File: src/rtl/wf_pkg.sv
package wf_pkg;
  typedef enum logic [2:0] {
    S_IDLE = 3'd0,
    S_RD   = 3'd1,
    S_CAP  = 3'd2,
    S_WAIT = 3'd3,
    S_WRA  = 3'd4,
    S_WRB  = 3'd5
  } wf_state_t;
endpackage

File: src/rtl/wf_addr_ctr.sv
module wf_addr_ctr #(
  parameter int CW = 10
) (
  input  logic          clk,
  input  logic          rst,
  input  logic          clr,
  input  logic          inc,
  output logic [CW-1:0] cnt
);
  always_ff @(posedge clk) begin
    if (rst || clr) cnt <= '0;
    else if (inc)   cnt <= cnt + 1'b1;
  end
endmodule

File: src/rtl/wf_window.sv
module wf_window #(
  parameter int WORD_W = 16,
  parameter int DEPTH  = 6
) (
  input  logic                      clk,
  input  logic                      rst,
  input  logic                      clr,
  input  logic                      shift,
  input  logic [WORD_W-1:0]         din,
  output logic [DEPTH*WORD_W-1:0]   cells
);
  logic [WORD_W-1:0] cell_q [DEPTH];

  for (genvar k = 0; k < DEPTH; k++) begin : g_cell
    logic [WORD_W-1:0] feed;
    if (k == DEPTH - 1) begin : g_tail
      assign feed = din;
    end else begin : g_body
      assign feed = cell_q[k+1];
    end

    always_ff @(posedge clk) begin
      if (rst || clr) cell_q[k] <= '0;
      else if (shift) cell_q[k] <= feed;
    end

    assign cells[k*WORD_W +: WORD_W] = cell_q[k];
  end
endmodule

File: src/rtl/wf_seq.sv
module wf_seq
  import wf_pkg::*;
#(
  parameter int ARRAY_LEN = 1000,
  parameter int CW        = 10
) (
  input  logic          clk,
  input  logic          rst,
  input  logic          start,
  input  logic          cu_done,
  input  logic [CW-1:0] rd_cnt,
  output logic          run_clr,
  output logic          rd_en,
  output logic          win_shift,
  output logic          wr_en,
  output logic          sel_b,
  output logic          wait_cu,
  output logic          busy,
  output logic          done,
  output logic          cu_start
);
  wf_state_t  state;
  logic [1:0] fetch_left;
  logic       primed;
  logic [1:0] next_fetch;
  logic       all_read;

  assign all_read   = (rd_cnt == CW'(ARRAY_LEN));
  assign next_fetch = (rd_cnt <= CW'(ARRAY_LEN - 2)) ? 2'd2 : 2'd1;

  assign run_clr   = (state == S_IDLE) && start;
  assign rd_en     = (state == S_RD);
  assign win_shift = (state == S_CAP);
  assign wr_en     = (state == S_WRA) || (state == S_WRB);
  assign sel_b     = (state == S_WRB);
  assign wait_cu   = (state == S_WAIT);

  always_ff @(posedge clk) begin
    if (rst) begin
      state      <= S_IDLE;
      fetch_left <= '0;
      primed     <= 1'b0;
      busy       <= 1'b0;
      done       <= 1'b0;
      cu_start   <= 1'b0;
    end else begin
      done     <= 1'b0;
      cu_start <= 1'b0;
      case (state)
        S_IDLE: begin
          if (start) begin
            busy       <= 1'b1;
            fetch_left <= 2'd2;
            primed     <= 1'b0;
            state      <= S_RD;
          end
        end
        S_RD: begin
          fetch_left <= fetch_left - 2'd1;
          state      <= S_CAP;
        end
        S_CAP: begin
          if (fetch_left != 2'd0) begin
            state <= S_RD;
          end else if (!primed) begin
            primed     <= 1'b1;
            fetch_left <= next_fetch;
            state      <= S_RD;
          end else begin
            cu_start <= 1'b1;
            state    <= S_WAIT;
          end
        end
        S_WAIT: begin
          if (cu_done) state <= S_WRA;
        end
        S_WRA: state <= S_WRB;
        S_WRB: begin
          if (all_read) begin
            busy  <= 1'b0;
            done  <= 1'b1;
            state <= S_IDLE;
          end else begin
            fetch_left <= next_fetch;
            state      <= S_RD;
          end
        end
        default: state <= S_IDLE;
      endcase
    end
  end

  // compute start is a single-cycle pulse
  a_r6_start_pulse: assert property (@(posedge clk) disable iff (rst)
    cu_start |=> !cu_start);
  // done lasts one cycle
  a_r9_done_pulse: assert property (@(posedge clk) disable iff (rst)
    done |=> !done);
  // busy only drops together with done
  a_r9_busy_end: assert property (@(posedge clk) disable iff (rst)
    $fell(busy) |-> done);
  // compute units only start after the whole array prefix is primed
  a_r5_primed_before_cu: assert property (@(posedge clk) disable iff (rst)
    $rose(cu_start) |-> (primed && rd_cnt >= CW'(3)));
endmodule

File: src/rtl/window_feeder.sv
module window_feeder #(
  parameter int WORD_W    = 16,
  parameter int NUM_PE    = 4,
  parameter int ARRAY_LEN = 1000,
  localparam int WIN      = NUM_PE + 2,
  localparam int AW       = (ARRAY_LEN > 1) ? $clog2(ARRAY_LEN) : 1,
  localparam int CW       = $clog2(ARRAY_LEN + 1)
) (
  input  logic                    clk,
  input  logic                    rst,
  input  logic                    start,
  output logic                    busy,
  output logic                    done,
  output logic [AW-1:0]           mem_addr,
  output logic                    mem_rd_en,
  output logic                    mem_wr_en,
  output logic [WORD_W-1:0]       mem_wdata,
  input  logic [WORD_W-1:0]       mem_rdata,
  output logic                    cu_start,
  output logic [WIN*WORD_W-1:0]   cu_window,
  input  logic                    cu_done,
  input  logic [WORD_W-1:0]       cu_res_a,
  input  logic [WORD_W-1:0]       cu_res_b
);
  logic [CW-1:0]     rd_cnt;
  logic [CW-1:0]     wr_cnt;
  logic              run_clr;
  logic              win_shift;
  logic              sel_b;
  logic              wait_cu;
  logic [WORD_W-1:0] res_a_q;
  logic [WORD_W-1:0] res_b_q;

  wf_seq #(.ARRAY_LEN(ARRAY_LEN), .CW(CW)) u_seq (
    .clk(clk), .rst(rst), .start(start), .cu_done(cu_done), .rd_cnt(rd_cnt),
    .run_clr(run_clr), .rd_en(mem_rd_en), .win_shift(win_shift),
    .wr_en(mem_wr_en), .sel_b(sel_b), .wait_cu(wait_cu),
    .busy(busy), .done(done), .cu_start(cu_start)
  );

  wf_addr_ctr #(.CW(CW)) u_rd_ctr (
    .clk(clk), .rst(rst), .clr(run_clr), .inc(mem_rd_en), .cnt(rd_cnt)
  );

  wf_addr_ctr #(.CW(CW)) u_wr_ctr (
    .clk(clk), .rst(rst), .clr(run_clr), .inc(mem_wr_en), .cnt(wr_cnt)
  );

  wf_window #(.WORD_W(WORD_W), .DEPTH(WIN)) u_win (
    .clk(clk), .rst(rst), .clr(run_clr), .shift(win_shift),
    .din(mem_rdata), .cells(cu_window)
  );

  always_ff @(posedge clk) begin
    if (rst) begin
      res_a_q <= '0;
      res_b_q <= '0;
    end else if (wait_cu && cu_done) begin
      res_a_q <= cu_res_a;
      res_b_q <= cu_res_b;
    end
  end

  assign mem_addr  = mem_wr_en ? wr_cnt[AW-1:0] : rd_cnt[AW-1:0];
  assign mem_wdata = sel_b ? res_b_q : res_a_q;

  // reads never run past the array
  a_r3_rd_in_range: assert property (@(posedge clk) disable iff (rst)
    mem_rd_en |-> (rd_cnt < CW'(ARRAY_LEN)));
  // writes stay inside the array and trail the reads
  a_r7_wr_trails_rd: assert property (@(posedge clk) disable iff (rst)
    mem_wr_en |-> (wr_cnt < rd_cnt));
  // the second store of a pair goes to the next address
  a_r7_wr_pair: assert property (@(posedge clk) disable iff (rst)
    $rose(mem_wr_en) |=> (mem_wr_en && mem_addr == $past(mem_addr) + 1'b1));
  // window frozen while the compute units work
  a_r6_window_hold: assert property (@(posedge clk) disable iff (rst)
    (wait_cu && $past(wait_cu)) |-> $stable(cu_window));
endmodule

File: config.mk
export PLATFORM = sky130hd
export DESIGN_NAME = window_feeder
export DESIGN_NICKNAME = d
export VERILOG_FILES = /design/src/rtl/wf_pkg.sv /design/src/rtl/wf_addr_ctr.sv /design/src/rtl/wf_window.sv /design/src/rtl/wf_seq.sv /design/src/rtl/window_feeder.sv
export SDC_FILE = /design/constraint.sdc
export NUM_CORES = 1
export LEC_CHECK = 0
export BUFFER_PORTS_ARGS = -buffer_cell sky130_fd_sc_hd__buf_4
export CORE_UTILIZATION = 58
export CTS_CLUSTER_DIAMETER = 40
export CTS_CLUSTER_SIZE = 8
export DETAILED_ROUTE_END_ITERATION = 6
export GPL_TIMING_DRIVEN = 1
export PLACE_DENSITY = 0.85
export SLEW_MARGIN = 40
export SYNTH_ARGS = -nofsm -noshare
export SYNTH_HDL_FRONTEND = slang
export SYNTH_HIERARCHICAL = 1
export SYNTH_SLANG_ARGS = --single-unit
File: constraint.sdc
create_clock -name clk -period 7.6 [get_ports clk]
set_input_delay 0.76 -clock clk [delete_from_list [all_inputs] [get_ports clk]]
set_output_delay 0.76 -clock clk [all_outputs]
set_load 0.01 [all_outputs]
==> results_dict.tcl <==
set metrics [dict create \
    cts.sinks 157 \
    cp.depth 6 \
    via_per_inst 5.77 \
    synth_ff_type "edfxtp_1" \
    finalMaxSlewViolations 0 \
    drt-met1-wl_um 7030 \
    post_cts_resized 0 \
    p_per_area_nw_per_um2 211 \
    antenna_found_initial 0 \
    total_power_mw 1.99 \
    cap_violations 0 \
    grt_usage 0.233 \
    critPathLaunchType "flop" \
    fin_tns_setup_ps 0 \
    route.met2.wl_um 7780 \
    cts_buffers 17 \
    cts.path.max_buffers 2 \
    cts_root_buf "clkbuf_16" \
    slew_headroom 0.447 \
    num_rows 41 \
    ys_seq_area_frac 0.538 \
    synth_warnings 6 \
    path_cells "or3b_1 -> nor2_4 -> buf_4 -> or3_4 -> buf_12 -> buf_12" \
    dp_slack_ps 4280 \
    top_layer "met4" \
    fin_util 0.741 \
    diodes 0 \
    hold_buffers 0 \
    io_buffers 178 \
    syn_inst 554 \
    min_period_ps 2920 \
    leakage_nw 3.79 \
    fin_ws_ps 4680 \
    io_pins 179 \
    cp_max_fo 100 \
    nets 756 \
    ys_types 60 \
    end_kind "flop" \
    dieArea_sq_um 13600 \
    clk_latency_ps 410 \
    setup_viol 0 \
    fin_skew_ps 6.63 \
    first_iter_violations 362 \
    crit_buf_inv 3 \
    cp.required_ps 7700 \
    hold-path-cell-count 2 \
    wl_met3_um 801 \
    wire_per_inst_um 17.9 \
    critical_path.max_stage_delay_ps 660 \
    min_period_over_period 0.384 \
    first_pass_iters 4 \
    core_area_sq_um 12700 \
    outcome "finished clean" \
    max-vdd-ir-drop_mv 0.174 \
    die_w_um 117 \
    multi_input_area_sq_um 3140 \
    critPathSlowestCell "buf_4" \
    rsz0062_at_grt "no" \
    cp_common_cell "buf_12" \
    initial_core_util 0.599 \
    critPathKind "flop to flop" \
    overflow 0 \
    routed-via-count 5112 \
    netlist_area_sq_um 7630 \
    yosys_register_bits 157 \
    grt_pass1_vias 4776 \
    routed_wl_um 15900 \
    grt_max_degree 101 \
    dpl.hpwl_um 9830 \
    syn_to_final_growth_pct 23.7 \
    reg2reg_depth 6 \
    regArea_sq_um 4100 \
    arrival_ps 3020 \
    fillerInstances 833 \
    gp_congestion 0.808 \
    final_hold_viol_count 0 \
    path_delay_family "buffers and inverters" \
    grt_pass1_wl_um 24200 \
    cts_tree "built" \
    async_flop_share 0 \
    fmax_mhz 343 \
    min_path_type "flop to flop" \
    drcViolationCount 0 \
    synth_edf_count 96 \
    synth_nets 609 \
    tightestPinTransition_ps 830 \
    drive_above_1_share 0.501 \
    ant_nets 0 \
    cts_htree_levels 4 \
    avgSynthCellArea_sq_um 13.8 \
    clk_pin_slew_ps 60 \
    die_height_um 117 \
    postCtsSetupRepairBufs 0 \
]
worst min-delay path, stage by stage, from the launching register on:
cell	delay, ps
dfxtp_1	320
o31ai_1	70
a21oi_1	50
final cells by class:
class                           count  share of cell area
Clock inverter                      6             0.00358
Sequential cell                   157               0.435
Tap cell                          172              0.0228
Timing Repair Buffer              185               0.150
Multi-Input combinational cell    336               0.332
Inverter                            4             0.00159
Clock buffer                       26              0.0543
layout by cell type, fill, tap and decap left out, drive strengths merged, types with 9 or more instances in the layout:
master	count
buf	185
edfxtp	96
and4bb	93
dfxtp	61
a21oi	46
nand3	36
a21bo	32
mux2	26
clkbuf	26
nor2	15
nand2	10
o21ai	9
kinds of logic after synthesis:
logic type / share of synthesized area
simple gates: 0.243
flops: 0.538
compound gates: 0.107
buf+inv: 0.0533
mux: 0.0440
xor+xnor: 0.00919
fa+ha+maj: 0.00492
state kept, by name, indices dropped and copies added, names as in the netlist, 2 cells and up:
signal,count
u_rd_ctr/cnt,10
u_win/cell_q,96
u_seq/fetch_left,2
u_seq/state,3
u_wr_ctr/cnt,10
res_b_q,16
res_a_q,16
metal layers:
metal  GRT usage  up-vias
met3      0.0550       18
met5           0        -
met1       0.311     2507
li1            -     2443
met4      0.0895        0
met2       0.372      144
synth_stat cells (2+ instances only):
cell type / count / area share
nand4_4: 2 / 0.0056
buf_6: 12 / 0.018
nor2_1: 15 / 0.0074
nor2b_1: 2 / 0.0016
buf_2: 10 / 0.0066
clkbuf_1: 20 / 0.0098
mux2_4: 6 / 0.012
a21oi_1: 18 / 0.012
ha_1: 3 / 0.0049
or3_1: 3 / 0.0025
a21bo_1: 28 / 0.037
o31ai_1: 4 / 0.0039
edfxtp_1: 96 / 0.38
and2_2: 2 / 0.0020
dfxtp_1: 61 / 0.16
mux2i_1: 2 / 0.0026
nand3_1: 36 / 0.024
nor3_1: 3 / 0.0020
a21oi_2: 28 / 0.032
inv_1: 3 / 0.0015
or2_2: 2 / 0.0016
mux2_2: 20 / 0.030
nor4bb_4: 4 / 0.013
or4_1: 4 / 0.0039
a21bo_2: 4 / 0.0053
or3_2: 4 / 0.0039
xnor2_1: 2 / 0.0023
and4bb_2: 66 / 0.11
xor2_1: 6 / 0.0069
and4bb_1: 27 / 0.044
buf_4: 12 / 0.012
nand2_1: 10 / 0.0049
nand4_1: 5 / 0.0041
o21ai_0: 8 / 0.0053
stage by stage:
stage          std cells  instance area [sq um]  hold WS, ps
3_3_place_gp         852                   8840          458
2_1_floorplan        554                   7630          448
6_report             886                   9430          485
3_5_place_dp         854                   8890          479
5_1_grt              886                   9430          496
4_1_cts              886                   9430          487
where the power goes:
| part | internal [mW] | total (mW) | switching (mW) |
|---|---|---|---|
| registers | 0.956 | 0.985 | 0.0287 |
| clock network | 0.463 | 0.776 | 0.313 |
| logic | 0.113 | 0.233 | 0.120 |
final timing paths:
path / start / to / slack, ps
worst max-delay path: u_seq/state[2] / u_win/cell_q[0][13] / 4680
worst min-delay path: u_wr_ctr/cnt[9] / u_wr_ctr/cnt[9] / 490
worst max register to register: u_seq/state[2] / u_win/cell_q[0][13] / 4680
worst min register to register: u_wr_ctr/cnt[9] / u_wr_ctr/cnt[9] / 490
Power figures use the tool's default switching activity.
